`src/rtl/uart_tick_pkg.sv`:
```
package uart_tick_pkg;

  localparam logic [1:0] REG_CFG  = 2'd0;
  localparam logic [1:0] REG_FREQ = 2'd1;
  localparam logic [1:0] REG_DIV  = 2'd2;
  localparam logic [1:0] REG_TMO  = 2'd3;

  // Bit placement inside the configuration word
  localparam int FRAME_LSB = 8;
  localparam int MODEM_LSB = 24;

  // Strobes from control to datapath
  typedef struct packed {
    logic loadDiv;    // divisor register written this cycle
    logic reloadTmo;  // restart the character timeout count
  } tickStrobe_t;

  // Frame format, MSB first so that bit 0 lands on config bit 8
  typedef struct packed {
    logic       parityEven;
    logic       parityEn;
    logic       twoStop;
    logic [1:0] wordLen;
  } frameFmt_t;

  // Modem control, MSB first so that bit 0 lands on config bit 24
  typedef struct packed {
    logic autoFlow;
    logic loopback;
    logic out2;
    logic out1;
    logic rts;
    logic dtr;
  } modemCtl_t;

endpackage

```
`src/rtl/uart_tick_ctrl.sv`:
```
module uart_tick_ctrl
  import uart_tick_pkg::*;
#(
  parameter int DIV_W      = 16,
  parameter int TO_W       = 16,
  parameter int UART_CLK_HZ = 29491200
) (
  input  logic              clk,
  input  logic              rstN,
  input  logic              regWrEn,
  input  logic [1:0]        regAddr,
  input  logic [31:0]       regWrData,
  output logic [31:0]       regRdData,
  input  logic              rxEvent,
  output tickStrobe_t       strobe,
  output logic [DIV_W-1:0]  divReg,
  output logic [TO_W-1:0]   tmoReg,
  output frameFmt_t         frame,
  output modemCtl_t         modem
);

  localparam int FRAME_W = $bits(frameFmt_t);
  localparam int MODEM_W = $bits(modemCtl_t);
  localparam logic [31:0] FREQ_WORD = 32'(UART_CLK_HZ);

  logic wrCfg, wrDiv, wrTmo;
  logic unusedWrBits;

  assign wrCfg = regWrEn && (regAddr == REG_CFG);
  assign wrDiv = regWrEn && (regAddr == REG_DIV);
  assign wrTmo = regWrEn && (regAddr == REG_TMO);

  assign unusedWrBits = ^regWrData;

  always_ff @(posedge clk or negedge rstN) begin
    if (!rstN) begin
      frame  <= '0;
      modem  <= '0;
      divReg <= '0;
      tmoReg <= '0;
    end else begin
      if (wrCfg) begin
        frame <= regWrData[FRAME_LSB +: FRAME_W];
        modem <= regWrData[MODEM_LSB +: MODEM_W];
      end
      if (wrDiv) divReg <= regWrData[DIV_W-1:0];
      if (wrTmo) tmoReg <= regWrData[TO_W-1:0];
    end
  end

  always_comb begin
    strobe.loadDiv   = wrDiv;
    strobe.reloadTmo = wrTmo || rxEvent;
  end

  always_comb begin
    regRdData = '0;
    unique case (regAddr)
      REG_CFG: begin
        regRdData[FRAME_LSB +: FRAME_W] = frame;
        regRdData[MODEM_LSB +: MODEM_W] = modem;
      end
      REG_FREQ: regRdData = FREQ_WORD;
      REG_DIV:  regRdData[DIV_W-1:0] = divReg;
      REG_TMO:  regRdData[TO_W-1:0] = tmoReg;
      default:  regRdData = '0;
    endcase
  end

  // a divisor write lands in the register on the following cycle
  p_div_load_r4: assert property (@(posedge clk) disable iff (!rstN)
    (regWrEn && regAddr == REG_DIV) |=> (divReg == $past(regWrData[DIV_W-1:0])));

endmodule

```
`src/rtl/uart_tick_datapath.sv`:
```
module uart_tick_datapath
  import uart_tick_pkg::*;
#(
  parameter int DIV_W = 16,
  parameter int TO_W  = 16
) (
  input  logic              clk,
  input  logic              rstN,
  input  tickStrobe_t       strobe,
  input  logic [DIV_W-1:0]  divReg,
  input  logic [TO_W-1:0]   tmoReg,
  input  logic              rxNonEmpty,
  output logic              tick,
  output logic              timeoutPulse
);

  localparam int TICKS_PER_BIT_LOG2 = 2;
  localparam int TGT_W = TO_W + TICKS_PER_BIT_LOG2;

  // ---------------- divider ----------------
  logic [DIV_W-1:0] effDiv;
  logic [DIV_W-1:0] divCnt;

  assign effDiv = (divReg == '0) ? DIV_W'(1) : divReg;
  assign tick   = (divCnt >= effDiv - DIV_W'(1));

  always_ff @(posedge clk or negedge rstN) begin
    if (!rstN)               divCnt <= '0;
    else if (strobe.loadDiv) divCnt <= '0;
    else if (tick)           divCnt <= '0;
    else                     divCnt <= divCnt + DIV_W'(1);
  end

  // ---------------- character timeout ----------------
  logic [TGT_W-1:0] target;
  logic [TGT_W-1:0] targetM1;
  logic [TGT_W-1:0] tickCnt;
  logic             fired;
  logic             countOn;

  assign target   = {tmoReg, {TICKS_PER_BIT_LOG2{1'b0}}};
  assign targetM1 = target - TGT_W'(1);
  assign countOn  = tick && rxNonEmpty && (tmoReg != '0) && !fired;

  always_ff @(posedge clk or negedge rstN) begin
    if (!rstN) begin
      tickCnt      <= '0;
      fired        <= 1'b0;
      timeoutPulse <= 1'b0;
    end else begin
      timeoutPulse <= 1'b0;
      if (strobe.reloadTmo) begin
        tickCnt <= '0;
        fired   <= 1'b0;
      end else if (countOn) begin
        if (tickCnt == targetM1) begin
          tickCnt      <= '0;
          fired        <= 1'b1;
          timeoutPulse <= 1'b1;
        end else begin
          tickCnt <= tickCnt + TGT_W'(1);
        end
      end
    end
  end

  // ticks are isolated unless the effective divisor is one
  p_tick_gap_r2: assert property (@(posedge clk) disable iff (!rstN)
    (tick && effDiv > DIV_W'(1) && !strobe.loadDiv) |=> !tick);

  // a zero divisor ticks every cycle
  p_div_zero_r3: assert property (@(posedge clk) disable iff (!rstN)
    (divReg == '0 && !strobe.loadDiv) |=> tick);

  // the timeout is a single-cycle pulse
  p_single_pulse_r12: assert property (@(posedge clk) disable iff (!rstN)
    timeoutPulse |=> !timeoutPulse);

  // disabled timeout never pulses
  p_disabled_r11: assert property (@(posedge clk) disable iff (!rstN)
    (tmoReg == '0) |-> !timeoutPulse);

  // no pulse follows a cycle with an empty FIFO
  p_empty_hold_r10: assert property (@(posedge clk) disable iff (!rstN)
    !$past(rxNonEmpty) |-> !timeoutPulse);

endmodule

```
`src/rtl/uart_tick_gen.sv`:
```
module uart_tick_gen
  import uart_tick_pkg::*;
#(
  parameter int DIV_W       = 16,
  parameter int TO_W        = 16,
  parameter int UART_CLK_HZ = 29491200
) (
  input  logic        clk,
  input  logic        rstN,
  input  logic        regWrEn,
  input  logic [1:0]  regAddr,
  input  logic [31:0] regWrData,
  output logic [31:0] regRdData,
  input  logic        rxEvent,
  input  logic        rxNonEmpty,
  output logic        baudTick,
  output logic        charTimeout,
  output logic [1:0]  wordLen,
  output logic        twoStop,
  output logic        parityEn,
  output logic        parityEven,
  output logic        dtr,
  output logic        rts,
  output logic        out1,
  output logic        out2,
  output logic        loopback,
  output logic        autoFlow
);

  tickStrobe_t      strobe;
  logic [DIV_W-1:0] divReg;
  logic [TO_W-1:0]  tmoReg;
  frameFmt_t        frame;
  modemCtl_t        modem;

  uart_tick_ctrl #(
    .DIV_W(DIV_W), .TO_W(TO_W), .UART_CLK_HZ(UART_CLK_HZ)
  ) u_ctrl (
    .clk(clk), .rstN(rstN),
    .regWrEn(regWrEn), .regAddr(regAddr), .regWrData(regWrData),
    .regRdData(regRdData), .rxEvent(rxEvent),
    .strobe(strobe), .divReg(divReg), .tmoReg(tmoReg),
    .frame(frame), .modem(modem)
  );

  uart_tick_datapath #(
    .DIV_W(DIV_W), .TO_W(TO_W)
  ) u_dp (
    .clk(clk), .rstN(rstN),
    .strobe(strobe), .divReg(divReg), .tmoReg(tmoReg),
    .rxNonEmpty(rxNonEmpty),
    .tick(baudTick), .timeoutPulse(charTimeout)
  );

  assign wordLen    = frame.wordLen;
  assign twoStop    = frame.twoStop;
  assign parityEn   = frame.parityEn;
  assign parityEven = frame.parityEven;
  assign dtr        = modem.dtr;
  assign rts        = modem.rts;
  assign out1       = modem.out1;
  assign out2       = modem.out2;
  assign loopback   = modem.loopback;
  assign autoFlow   = modem.autoFlow;

endmodule

```
`config.mk`:
```
export PLATFORM = sky130hd
export DESIGN_NAME = uart_tick_gen
export DESIGN_NICKNAME = d
export VERILOG_FILES = /design/src/rtl/uart_tick_pkg.sv /design/src/rtl/uart_tick_ctrl.sv /design/src/rtl/uart_tick_datapath.sv /design/src/rtl/uart_tick_gen.sv
export SDC_FILE = /design/constraint.sdc
export NUM_CORES = 1
export LEC_CHECK = 0
export CORE_MARGIN = 1
export CORE_UTILIZATION = 62
export CTS_BUF_LIST = sky130_fd_sc_hd__clkbuf_4
export DETAILED_ROUTE_END_ITERATION = 6
export DONT_BUFFER_PORTS = 1
export GPL_TIMING_DRIVEN = 1
export PLACE_DENSITY_LB_ADDON = 0.2
export SLEW_MARGIN = 20
export SYNTH_ARGS = -nofsm -noshare
export SYNTH_HDL_FRONTEND = slang
export SYNTH_SLANG_ARGS = --single-unit
```
`constraint.sdc`:
```
create_clock -name clk -period 5.1 [get_ports clk]
set_input_delay 0.51 -clock clk [delete_from_list [all_inputs] [get_ports clk]]
set_output_delay 0.51 -clock clk [all_outputs]
set_load 0.05 [all_outputs]
```
==> flow_summary.yaml <==
sta:
  tns_ps: 0
  maxSlewHeadroom_pct: 34.2
  period_minus_slack_ps: 4810
  hold_viol: 0
  max_freq_mhz: 208
  drv_slew: 0
  hold_slack_ps: 211
  clock_skew_ps: 14.0
  setup_viol: 0
  tightestPinTransition_ps: 985
  finalCritPeriodShare_pct: 94.3
  rsz0062_at_grt: "false"
setup_path:
  reg2reg_depth: 17
  path_buf_inv: 2
  cpMostUsedCell: "a21o_1"
  path_class: "flip-flop to primary output"
  worstPathArrival_ps: 4300
  critPathLaunchType: "flip-flop"
  cp_top_family: "simple AND/OR/NAND/NOR gates"
  r2r_slack_ps: 590
  cp_max_fo: 7
  cpPeakStageDelay_ps: 590
  worst_r2r_endpoint: "u_dp.tickCnt[9]$_DFFE_PN0P_"
  rr_startpoint: "u_ctrl.divReg[9]$_DFFE_PN0P_"
  worst_setup_path_end_kind: "primary output"
  worst_path_max_delay_cell: "or4_1"
  cp.depth: 16
  cp_cell_sequence: "or4_1, or3_1, nor3b_2, a21oi_1, ha_2, nand2_1, nor4_1, xnor2_1, ha_1, a21o_1, a21o_1, a21o_1, a221o_1, nor2_1, inv_1, buf_4"
  worstPathRequired_ps: 4590
grt:
  grt_busiest_layer: "met2"
  global_route.usage.met3_pct: 4.02
  antenna_found_initial: 0
  grt_pass1_vias: 3597
  gr-total-overflow: 0
  met1_usage_pct: 35.9
  grt_max_degree: 80
  use_met2_pct: 41.7
  grt_pass1_wl_um: 17400
  track_usage_pct: 26.2
placed_design:
  io_buffers: 0
  place_area_um2: 5120
  dpl.hpwl_um: 7830
  gp_congestion: 0.846
final_layout:
  drive_gt1_share_pct: 19.6
  area_growth_pct: 3.73
  fillers: 637
  layout_common_cells: "78 x dfrtp_1, 49 x mux2_2, 38 x nor2_1, 36 x xnor2_1, 25 x nand3_1"
  fin_nets: 551
  final_common_cell: "dfrtp_1"
  final_cell_area_um2: 5290
  insertedDiodeCount: 0
floorplan:
  num_rows: 32
  pin_count: 84
  dieWidth_um: 92.7
  die_y_um: 92.7
  dieArea_um2: 8600
  core_um2: 7850
  initial_utilization_pct: 65.0
power:
  p_per_area_nw_per_um2: 331
  ir_worst_vdd_mv: 0.235
  p_leak_nw: 2.27
routing:
  postRouteAntennaNets: 0
  num_vias: 3741
  first_pass_iters: 4
  first_iter_violations: 192
  drc: 0
  avgViaCountPerCell: 6.27
  wl_per_cell_um: 18.1
  routed_wl_um: 10800
run:
  max_cap_viol_count: 0
logic_synthesis:
  yosysWarnings: 0
  netlist_instances: 496
  syn_area_per_cell_um2: 10.3
  async_flop_share_pct: 100
  synth_edf_count: 0
  yosysSeqAreaShare_pct: 38.7
  synthesis.area_um2: 5100
  ys_ff_latch: 79
  synth-main-ff-cell: "dfrtp_1"
  yosysUniqueCellTypes: 59
min_path:
  hold_depth: 1
  min_from: "regWrData[4]"
  min_to: "u_ctrl.divReg[4]$_DFFE_PN0P_"
  min_path_type: "primary input to flip-flop"
clock_network:
  clk_path_buf_depth: 2
  cts_tree: "done"
  postCtsSetupBuffers: 0
  cts.sinks: 79
  numCtsBuffers: 9
  cts.clk_slew.worst_paths_ps: 130
  clockRootBuffer: "clkbuf_4"
  htree_levels: 3
  clock_latency_ps: 430
run_status:
  status: "finished clean"
## metrics by stage
step | cells | setup WS, ps | util, % | power, mW
after global routing | 597 | 53.4 | 67.5 | 1.85
final | 597 | 293 | 67.5 | 1.75
after CTS | 597 | 66.6 | 67.3 | 1.76
after floorplan | 502 | 760 | - | 1.30
after detailed placement | 580 | 441 | 65.3 | 1.38
after global placement | 580 | 542 | 65.3 | 1.35
## worst max-delay path by stage
stage / startpoint / end / slack, ps
finish: u_ctrl.divReg[9]$_DFFE_PN0P_ / baudTick / 290
global route: u_ctrl.divReg[9]$_DFFE_PN0P_ / baudTick / 50
CTS: u_ctrl.divReg[9]$_DFFE_PN0P_ / baudTick / 70
detailed placement: u_ctrl.divReg[9]$_DFFE_PN0P_ / u_dp.tickCnt[9]$_DFFE_PN0P_ / 440
global placement: u_ctrl.divReg[9]$_DFFE_PN0P_ / u_dp.tickCnt[9]$_DFFE_PN0P_ / 540
floorplan: u_ctrl.divReg[9]$_DFFE_PN0P_ / u_dp.tickCnt[10]$_DFFE_PN0P_ / 760
## logic make-up after synthesis
family	count (synthesis)	synth area share [%]
compound gates	48	7.31
xor+xnor	59	10.1
fa+ha+maj	21	5.15
buf+inv	37	3.90
flops	79	38.7
mux	62	13.4
other cells	1	0.0735
simple gates	189	21.4
## synth_stat cells (7+ instances only)
library cell / count / area share, %
xor2_1: 23 / 3.9
o21ai_0: 8 / 0.78
and2_1: 7 / 0.86
nand2_1: 21 / 1.5
nor3_1: 12 / 1.2
mux2_2: 49 / 11
clkbuf_1: 13 / 0.96
nor2_2: 10 / 1.2
inv_1: 10 / 0.74
nor2_1: 38 / 2.8
nand3_1: 25 / 2.5
nor2b_1: 14 / 1.7
mux2i_1: 13 / 2.5
nand4_1: 10 / 1.2
and3_1: 11 / 1.3
ha_1: 21 / 5.1
buf_4: 10 / 1.5
a21o_1: 7 / 1.0
nor4_1: 9 / 1.1
xnor2_1: 36 / 6.2
dfrtp_1: 79 / 39
## per-layer routing
layer / routed length (um) / part of all wire [%]
met2: 4920 / 45
met3: 600 / 5.5
met4: 289 / 2.7
met1: 5010 / 46
met5: 0 / 0
## state kept, by name, indices dropped and copies added (netlist names)
name               flops
u_dp.divCnt           16
u_dp.timeoutPulse      1
u_ctrl.modem           6
u_dp.tickCnt          18
u_dp.fired             1
u_ctrl.tmoReg         16
u_ctrl.divReg         16
u_ctrl.frame           5
## cell type report
class | count | area, um^2 | share of cell area, %
tap | 102 | 128 | 2.41
multi-input combinational | 386 | 2970 | 56.0
inverter | 10 | 37.5 | 0.709
sequential | 79 | 1980 | 37.4
clock inverter | 5 | 50.0 | 0.945
clock buffer | 10 | 75.1 | 1.42
timing repair buffer | 5 | 60.1 | 1.13
## what timing repair did
item / CTS / global route
setup endpoints to repair: 0 / 1
gates resized for setup: 0 / 3
hold buffers: 2 / 0
endpoints found under the hold margin: 79 / 0
## worst register-to-register path, cell delays in order, from the launching register on
cell	delay, ps
dfrtp_2	470
or4_1	590
or3_1	380
nor3b_2	240
a21oi_1	150
ha_2	240
nand2_1	90
nor4_1	60
xnor2_1	140
ha_1	190
a21o_1	170
a21o_1	160
a21o_1	170
a221o_1	380
o21ai_2	460
nor4_1	130
a311oi_1	330
nor2_2	50
## report_power, final
group,leakage [nW],switching [mW],internal [mW],total [mW]
combinational,1.20,0.278,0.206,0.484
clock,0.0673,0.215,0.149,0.363
sequential,1.00,0.197,0.707,0.905
total,2.27,0.690,1.06,1.75
(Power assumes the default switching activity.)
